===== config.mk =====
export PLATFORM = sky130hd
export DESIGN_NAME = zt_sram
export DESIGN_NICKNAME = d
export VERILOG_FILES = /design/src/rtl/zt_pkg.sv /design/src/rtl/zt_burst_gen.sv /design/src/rtl/zt_wbuf.sv /design/src/rtl/zt_sleep_sync.sv /design/src/rtl/zt_sram.sv
export SDC_FILE = /design/constraint.sdc
export NUM_CORES = 1
export LEC_CHECK = 0
export BUFFER_PORTS_ARGS = -buffer_cell sky130_fd_sc_hd__buf_2
export CORE_MARGIN = 8
export CORE_UTILIZATION = 45
export DETAILED_ROUTE_END_ITERATION = 10
export PLACE_DENSITY_LB_ADDON = 0.15
export RECOVER_POWER = 100
export SETUP_SLACK_MARGIN = 0.2
export SKIP_CTS_REPAIR_TIMING = 1
export SLEW_MARGIN = 40
export SYNTH_ARGS = -nofsm -noshare
export SYNTH_HDL_FRONTEND = slang
export SYNTH_SLANG_ARGS = --single-unit

===== constraint.sdc =====
create_clock -name clk -period 3 [get_ports clk]
set_input_delay 0.6 -clock clk [delete_from_list [all_inputs] [get_ports clk]]
set_output_delay 0.6 -clock clk [all_outputs]
set_load 0.03 [all_outputs]

===== src/rtl/zt_pkg.sv =====
package zt_pkg;
  typedef enum logic [1:0] {OP_IDLE = 2'd0, OP_RD = 2'd1, OP_WR = 2'd2} op_e;

  // low address bits of beat idx within a four-beat burst
  function automatic logic [1:0] burst_lo(input logic [1:0] start,
                                          input logic [1:0] idx,
                                          input logic       ilv);
    return ilv ? (start ^ idx) : (start + idx);
  endfunction
endpackage


===== src/rtl/zt_burst_gen.sv =====
module zt_burst_gen
  import zt_pkg::*;
#(
  parameter int AW = 4
) (
  input  logic          clk,
  input  logic          rst_n,
  input  logic          step,
  input  logic          load,
  input  logic          ilv,
  input  logic [AW-1:0] ext_addr,
  output logic [AW-1:0] cur_addr
);
  logic [AW-1:0] base_q;
  logic [1:0]    beat_q;

  always_ff @(posedge clk or negedge rst_n) begin
    if (!rst_n) begin
      base_q <= '0;
      beat_q <= '0;
    end else if (step) begin
      if (load) begin
        base_q <= ext_addr;
        beat_q <= '0;
      end else begin
        beat_q <= beat_q + 2'd1;
      end
    end
  end

  assign cur_addr = {base_q[AW-1:2], burst_lo(base_q[1:0], beat_q, ilv)};

  // a load starts the burst at the external address
  p_load_start_r5: assert property (@(posedge clk) disable iff (!rst_n)
    step && load |=> cur_addr == $past(ext_addr));
  // continue cycles stay inside the aligned group of four
  p_group_hold_r8: assert property (@(posedge clk) disable iff (!rst_n)
    step && !load |=> cur_addr[AW-1:2] == $past(cur_addr[AW-1:2]));
endmodule


===== src/rtl/zt_wbuf.sv =====
module zt_wbuf #(
  parameter int AW    = 4,
  parameter int LANES = 4,
  parameter int LW    = 8
) (
  input  logic                clk,
  input  logic                rst_n,
  input  logic                wr_go,
  input  logic [AW-1:0]       wr_addr,
  input  logic [LANES*LW-1:0] wr_data,
  input  logic [LANES-1:0]    wr_mask,
  input  logic [AW-1:0]       rd_addr,
  output logic [LANES*LW-1:0] rd_data
);
  localparam int DW    = LANES * LW;
  localparam int DEPTH = 1 << AW;

  logic [DW-1:0]    mem [DEPTH];
  logic             stg_v;
  logic [AW-1:0]    stg_a;
  logic [DW-1:0]    stg_d;
  logic [LANES-1:0] stg_m;
  logic             rd_hit;

  function automatic logic [DW-1:0] lane_merge(input logic [DW-1:0]    old_w,
                                               input logic [DW-1:0]    new_w,
                                               input logic [LANES-1:0] mask);
    logic [DW-1:0] r;
    r = old_w;
    for (int b = 0; b < LANES; b++)
      if (mask[b]) r[b*LW +: LW] = new_w[b*LW +: LW];
    return r;
  endfunction

  always_ff @(posedge clk or negedge rst_n) begin
    if (!rst_n) begin
      for (int i = 0; i < DEPTH; i++) mem[i] <= '0;
      stg_v <= 1'b0;
      stg_a <= '0;
      stg_d <= '0;
      stg_m <= '0;
    end else if (wr_go) begin
      if (stg_v) mem[stg_a] <= lane_merge(mem[stg_a], stg_d, stg_m);
      stg_v <= |wr_mask;
      stg_a <= wr_addr;
      stg_d <= wr_data;
      stg_m <= wr_mask;
    end
  end

  assign rd_hit  = stg_v && (stg_a == rd_addr);
  assign rd_data = lane_merge(mem[rd_addr], stg_d, rd_hit ? stg_m : '0);

  // an all-lanes-off data phase leaves nothing staged
  p_abort_r4: assert property (@(posedge clk) disable iff (!rst_n)
    wr_go && !(|wr_mask) |=> !stg_v);
  // staged bytes survive until the next data phase
  p_stage_keep_r11: assert property (@(posedge clk) disable iff (!rst_n)
    !wr_go |=> $stable(stg_v) && $stable(stg_d) && $stable(stg_a));
endmodule


===== src/rtl/zt_sleep_sync.sv =====
module zt_sleep_sync (
  input  logic clk,
  input  logic rst_n,
  input  logic sleep_req,
  output logic asleep
);
  logic s1_q;

  always_ff @(posedge clk or negedge rst_n) begin
    if (!rst_n) begin
      s1_q   <= 1'b0;
      asleep <= 1'b0;
    end else begin
      s1_q   <= sleep_req;
      asleep <= s1_q;
    end
  end

  // sleep is entered two edges after the request is seen
  p_entry_r10: assert property (@(posedge clk) disable iff (!rst_n)
    $rose(asleep) |-> $past(sleep_req, 2));
endmodule


===== src/rtl/zt_sram.sv =====
module zt_sram
  import zt_pkg::*;
#(
  parameter int AW    = 4,
  parameter int LANES = 4,
  parameter int LW    = 8
) (
  input  logic                clk,
  input  logic                rst_n,
  input  logic                clk_en_n,
  input  logic                adv,
  input  logic                sel_a_n,
  input  logic                sel_b,
  input  logic                sel_c_n,
  input  logic                wr_n,
  input  logic [LANES-1:0]    lane_wr_n,
  input  logic [AW-1:0]       addr,
  input  logic [LANES*LW-1:0] din,
  input  logic                out_en_n,
  input  logic                order_ilv,
  input  logic                sleep,
  output logic [LANES*LW-1:0] dout,
  output logic                dout_en
);
  localparam int DW = LANES * LW;

  logic          asleep;
  logic          step;
  logic          load;
  logic          sel;
  logic          wr_go;
  op_e           op_q;
  logic [AW-1:0] cur_addr;
  logic [DW-1:0] rd_data;

  assign step  = !clk_en_n && !asleep;
  assign load  = !adv;
  assign sel   = !sel_a_n && sel_b && !sel_c_n;
  assign wr_go = step && (op_q == OP_WR);

  zt_sleep_sync u_sleep (
    .clk       (clk),
    .rst_n     (rst_n),
    .sleep_req (sleep),
    .asleep    (asleep)
  );

  zt_burst_gen #(.AW(AW)) u_burst (
    .clk      (clk),
    .rst_n    (rst_n),
    .step     (step),
    .load     (load),
    .ilv      (order_ilv),
    .ext_addr (addr),
    .cur_addr (cur_addr)
  );

  zt_wbuf #(.AW(AW), .LANES(LANES), .LW(LW)) u_wbuf (
    .clk     (clk),
    .rst_n   (rst_n),
    .wr_go   (wr_go),
    .wr_addr (cur_addr),
    .wr_data (din),
    .wr_mask (~lane_wr_n),
    .rd_addr (cur_addr),
    .rd_data (rd_data)
  );

  // operation of the current cycle; continue cycles keep it
  always_ff @(posedge clk or negedge rst_n) begin
    if (!rst_n)
      op_q <= OP_IDLE;
    else if (step && load)
      op_q <= !sel ? OP_IDLE : (wr_n ? OP_RD : OP_WR);
  end

  assign dout_en = (op_q == OP_RD) && !out_en_n && !asleep;
  assign dout    = dout_en ? rd_data : '0;

  // a deselect load leaves the bus idle
  p_desel_r1: assert property (@(posedge clk) disable iff (!rst_n)
    step && load && !sel |=> !dout_en && op_q == OP_IDLE);
  // no drive during a write cycle
  p_wr_float_r3: assert property (@(posedge clk) disable iff (!rst_n)
    op_q == OP_WR |-> !dout_en);
  // continue cycles keep the operation type
  p_cont_type_r7: assert property (@(posedge clk) disable iff (!rst_n)
    step && !load |=> op_q == $past(op_q));
  // a disabled edge freezes the command state
  p_stall_hold_r9: assert property (@(posedge clk) disable iff (!rst_n)
    clk_en_n |=> $stable(op_q) && $stable(cur_addr));
  // sleep preserves the command state
  p_sleep_hold_r10: assert property (@(posedge clk) disable iff (!rst_n)
    asleep |=> $stable(op_q) && $stable(cur_addr));
endmodule


==> results_dict.tcl, run 1 <==
set metrics [dict create \
    outcome "finished, violations left" \
    violations "capacitance limit, slew limit, setup timing" \
    fmax_mhz 276 \
    crit_required_ns 2.40 \
    cts_num_sinks 563 \
    cts_tree "done" \
    total_power_mw 26.1 \
    drtIter0Drc 2224 \
    hold_start "sleep" \
    yosysWarningCount 0 \
    port_buffers 83 \
    ios 84 \
    worstHoldEndpoint "u_sleep.s1_q" \
    synthFlopType "dfrtp_1" \
    htree_num_levels 3 \
    cp-end-kind "primary output" \
    critPathMaxFanout 7 \
    period_minus_slack_ns 3.63 \
    p_per_area_nw_per_um2 680 \
    ys_ff_latch 563 \
    slew_headroom -0.324 \
    layout_setup_ws_ns -0.626 \
    maxCapViolations 1 \
    r2r_start "u_sleep.asleep" \
    post-route-util 0.551 \
    root_buffer "clkbuf_16" \
    avgViaCountPerCell 6.37 \
    hold_path_class "in -> reg" \
    final_common_cell "dfrtp_1" \
    clock_skew_ns 0.0270 \
    avgSynthCellArea_um2 12.1 \
    most-common-layout-cells "dfrtp_1, mux2_2, mux2i_1" \
    crit_arrival_ns 3.03 \
    cts.clk_slew.worst_paths_ns 0.05 \
    die_height_um 280 \
    ant_nets 0 \
    start_kind "flip-flop" \
    final_net_count 2799 \
    grt_max_degree 85 \
    clkLatencyLatePin_ns 0.63 \
    fillers 5918 \
    wire_per_inst_um 28.6 \
    drive_gt1_frac 0.445 \
    initial_core_util 0.451 \
    seq_area_frac_synth 0.448 \
    synth_edf_count 0 \
    timing.final.crit_share 1.21 \
    syn-num-nets 2645 \
    rsz0062_at_grt "yes" \
    rows 97 \
    grt_pass1_vias 24000 \
    drc 0 \
    r2r_setup_slack_ns -0.19 \
    postSynthCellCount 2593 \
    grtUsageTotal 0.261 \
    worst_pin_slew_ns 1.99 \
    antenna_cells 0 \
    dp_hpwl_mm 63.7 \
    dieWidth_um 280 \
    grt_overflow 0 \
    die-area_um2 78600 \
    slew_viol_final 67 \
    yosysUniqueCellTypes 73 \
    synth.cell_area_um2 31400 \
    async_flop_share 1.00 \
    vias 23800 \
    worstRegToRegCells 7 \
    clk_path_buf_depth 3 \
    finalSetupViolCount 269 \
    firstDrtPassIters 5 \
    final-hold-violation-count 0 \
    core_area_um2 69700 \
    antenna_found_initial 0 \
    cts_buffers 67 \
    gp_congestion 0.851 \
    ir_drop_v 0.000462 \
    area_growth_syn_to_layout_pct 22.1 \
    reg2reg_to "u_wbuf.mem[123]" \
    hold_depth 1 \
    hold_ws_ns 0.0873 \
    p_leak_nw 16.9 \
    crit_type "reg -> out" \
    grt_pass1_wl_mm 156 \
    routed_wl_mm 107 \
]
[state kept, by name (all words and copies together) (netlist names), 2 cells and up]
name and cells:
op_q 2, u_wbuf.stg_d 32, u_wbuf.mem 512, u_wbuf.stg_a 4, u_burst.base_q 4, u_burst.beat_q 2
u_wbuf.stg_m 4
[kinds of logic (layout without fill, tap and decap cells)]
group,count (synthesis),count (layout),synth area share
and+or+nand+nor,338,338,0.0518
xor gates and xnor gates,7,7,0.00358
muxes,878,878,0.333
DFF,563,563,0.448
buffers and inverters,322,525,0.0506
adders and majority gates,1,1,0.000398
AOI/OAI and AO/OA,484,484,0.112
[per-layer routing]
layer  track usage  routed length (um)  part of all wire
met1         0.350               44900              0.42
met2         0.418               49600              0.46
met3        0.0445                6750             0.063
met4         0.105                5460             0.051
met5             0                   0                 0
[worst max-delay path, stage by stage (launching register included)]
cell     delay [ns]
dfrtp_1        0.41
ha_4           0.18
nor2b_4        0.12
buf_6          0.12
xnor2_4        0.16
buf_6          0.17
buf_16         0.16
buf_12         0.15
a21oi_4        0.04
or3_4          0.38
o31a_1         0.32
buf_6          0.17
[layout make-up]
cell class                 count  area, um2  share of cell area
multi-input combinational   1708      17000               0.442
clock buffer                  97       2000              0.0521
timing repair buffer         337       3600              0.0937
sequential                   563      14100               0.367
clock inverter                21        272             0.00707
inverter                      70        269             0.00700
tap                          940       1180              0.0306
[per-stage QoR]
step           setup WS [ns]  instances  cell area, um2  TNS (ns)
2_1_floorplan          0.135       2593           31900         0
4_1_cts               -0.727       3692           37100    -21.45
3_3_place_gp          -0.153       3574           34800     -2.61
6_report              -0.626       3736           38400    -37.38
3_5_place_dp          -0.133       3574           34800     -2.52
5_1_grt               -0.670       3736           38400    -77.35
[worst max-delay path by stage]
stage                                 start  endpoint  slack (ns)  depth (start not counted)
final                     u_burst.base_q[0]  dout[15]       -0.63                         11
after global routing      u_burst.base_q[0]  dout[15]       -0.67                         11
after global placement            order_ilv  dout[14]       -0.15                          8
after floorplan           u_burst.beat_q[0]  dout[31]        0.14                          7
after CTS                 u_burst.beat_q[0]  dout[28]       -0.73                         10
after detailed placement          order_ilv  dout[14]       -0.13                          8
[cells in the mapped netlist, drive strengths merged, types with 4 or more instances]
| cell type | number | area (um2) |
|---|---|---|
| o32a | 11 | 110 |
| mux4 | 78 | 1760 |
| a41oi | 19 | 166 |
| mux2 | 558 | 6280 |
| mux2i | 242 | 2430 |
| nor3b | 38 | 290 |
| xnor2 | 4 | 72.6 |
| a31oi | 68 | 425 |
| o22ai | 5 | 31.3 |
| o31ai | 13 | 97.6 |
| o31a | 4 | 35.0 |
| nor4b | 5 | 58.8 |
| a21oi | 70 | 350 |
| nor3 | 9 | 67.6 |
| nand3 | 17 | 85.1 |
| clkbuf | 82 | 317 |
| nor2b | 7 | 43.8 |
| dfrtp | 563 | 14100 |
| nor2 | 48 | 205 |
| o21ai | 79 | 395 |
| a32oi | 24 | 210 |
| and3 | 5 | 31.3 |
| buf | 170 | 1010 |
| nand2 | 193 | 732 |
| o221ai | 61 | 534 |
| a22oi | 90 | 816 |
| a311oi | 18 | 158 |
| inv | 69 | 259 |
[where the power goes]
part | total, mW | internal, mW | switching [mW]
combinational | 9.60 | 3.60 | 6.00
clock | 8.39 | 4.94 | 3.44
sequential | 8.15 | 7.90 | 0.249
No activity file was read; power rests on OpenSTA's default activity.
==> run 2, diff against run 1 <==
- GPL_TIMING_DRIVEN: unset -> 0
==> run 2 against run 1 <==
Compared with the run above:
- the flow finishes with violations (setup timing)
- utilization down 0.53 points
- design area down 0.97%
- global-route usage up 9.3 points
- total power up 8.5%
- sequential power down 0.5%
- worst setup slack worse by 0.098 ns
- clock power up 4.4%
- via count up 8.3%
- critical path depth down 1
- critical path type unchanged
- largest cell class unchanged
- largest power group unchanged
==> results_dict.tcl, run 2 (synthesis gave the netlist of run 1 again) <==
set metrics [dict create \
    outcome "finished, violations left" \
    violations "setup timing" \
    start_kind "flip-flop" \
    hold_depth 1 \
    cts.clk_slew.worst_paths_ns 0.06 \
    crit_type "reg -> out" \
    htree_num_levels 3 \
    antenna_found_initial 3 \
    p_leak_nw 17.0 \
    rsz0062_at_grt "yes" \
    die_height_um 280 \
    firstDrtPassIters 6 \
    grt_max_degree 72 \
    fmax_mhz 268 \
    clkLatencyLatePin_ns 0.64 \
    ios 84 \
    grtUsageTotal 0.354 \
    final-hold-violation-count 0 \
    dieWidth_um 280 \
    clock_skew_ns 0.0328 \
    slew_headroom 0.00532 \
    most-common-layout-cells "dfrtp_1, mux2_2, mux2i_1" \
    vias 25800 \
    gp_congestion 1.02 \
    final_area_um2 38000 \
    cts_num_sinks 563 \
    hold_path_class "in -> reg" \
    root_buffer "clkbuf_16" \
    finalSetupTns_ns -158.49 \
    crit_arrival_ns 3.12 \
    largest_reg_flops 512 \
    grt_overflow 0 \
    initial_core_util 0.451 \
    drive_gt1_frac 0.453 \
    cp_num_buf_inv 4 \
    critPathMaxFanout 6 \
    fin_cells 3795 \
    worstRegToRegCells 9 \
    dp_hpwl_mm 92.9 \
    rows 97 \
    final_net_count 2859 \
    routed_wl_mm 143 \
    path_delay_family "compound AO/OA/AOI/OAI gates" \
    cts_tree "done" \
    worst_pin_slew_ns 1.49 \
    ir_drop_v 0.000451 \
    largest-register "u_wbuf.mem" \
    antenna_cells 0 \
    drtIter0Drc 3625 \
    finalSetupViolCount 582 \
    place_area_um2 33900 \
    path_depth 10 \
    critPathMaxStageDelay_ns 0.43 \
    p_per_area_nw_per_um2 746 \
    core_area_um2 69700 \
    layout_setup_ws_ns -0.725 \
    cts_buffers 68 \
    clk_path_buf_depth 3 \
    slew_viol_final 0 \
    crit_slowest_cell "dfrtp_2" \
    cp-end-kind "primary output" \
    dp_cells 3628 \
    crit_required_ns 2.40 \
    port_buffers 83 \
    crit_path_frequent_cell "buf_6" \
    grt_pass1_vias 25700 \
    period_minus_slack_ns 3.72 \
    top_regs "u_wbuf.mem: 512 flops, u_wbuf.stg_d: 32 flops" \
    total_power_mw 28.4 \
    drc 0 \
    timing.final.crit_share 1.24 \
    avgViaCountPerCell 6.79 \
    path_cells "ha_4, nor2b_4, buf_6, xnor2_4, buf_12, buf_6, mux2_4, o211a_1, o31a_1, buf_6" \
    die-area_um2 78600 \
    maxCapViolations 0 \
    dp_slack_ns -1.30 \
    final_common_cell "dfrtp_1" \
    ant_nets 0 \
    area_growth_syn_to_layout_pct 20.9 \
    grt_pass1_wl_mm 196 \
    wire_per_inst_um 37.6 \
]
[run 2: changes by cell type in the layout (fill, tap and decap cells not counted), moves of 14 or more]
cell	change
clkbuf_4	+45
buf_2	+62
mux2_4	-17
o221ai_2	+16
buf_12	-41
buf_4	-58
mux2_2	+17
o221ai_4	-15
clkbuf_1	+14
buf_6	+16
[run 2: area by class of cell]
| class | instances | area, um2 |
|---|---|---|
| Sequential cell | 563 | 14100 |
| Inverter | 70 | 275 |
| Clock buffer | 92 | 1980 |
| Tap cell | 940 | 1180 |
| Clock inverter | 26 | 344 |
| Multi-Input combinational cell | 1708 | 16800 |
| Timing Repair Buffer | 144 | 1160 |
| Buffer | 252 | 2190 |
| Fill cell | 6033 | 31600 |
[run 2: final timing paths]
kind / from / endpoint / slack [ns]
min in group asynchronous: rst_n / u_wbuf.mem[287] / 0.87
max in group asynchronous: rst_n / u_wbuf.mem[50] / -0.17
min reg2reg: u_sleep.s1_q / u_sleep.asleep / 0.35
max: u_burst.beat_q[0] / dout[7] / -0.72
min: sleep / u_sleep.s1_q / 0.07
max reg2reg: u_wbuf.stg_a[0] / u_wbuf.mem[155] / -0.48
[run 2: stage by stage]
step	utilization	hold slack, ns
finish	0.546	0.0733
detailed placement	0.486	0.342
global route	0.546	0.0649
global placement	0.481	0.335
CTS	0.519	-0.192
floorplan	-	0.304
[run 2: power by group]
group | total, mW | leakage (nW) | switching (mW) | internal [mW]
combinational | 11.5 | 8.11 | 8.00 | 3.48
sequential | 8.11 | 7.72 | 0.213 | 7.89
clock | 8.76 | 1.15 | 3.54 | 5.23
[run 2: layer usage]
layer	up-vias	global-route usage	routed length [um]
met5	-	0	27
met4	4	0.233	11000
met3	604	0.137	17900
met2	1821	0.508	59800
met1	13200	0.440	54100
li1	10200	-	-
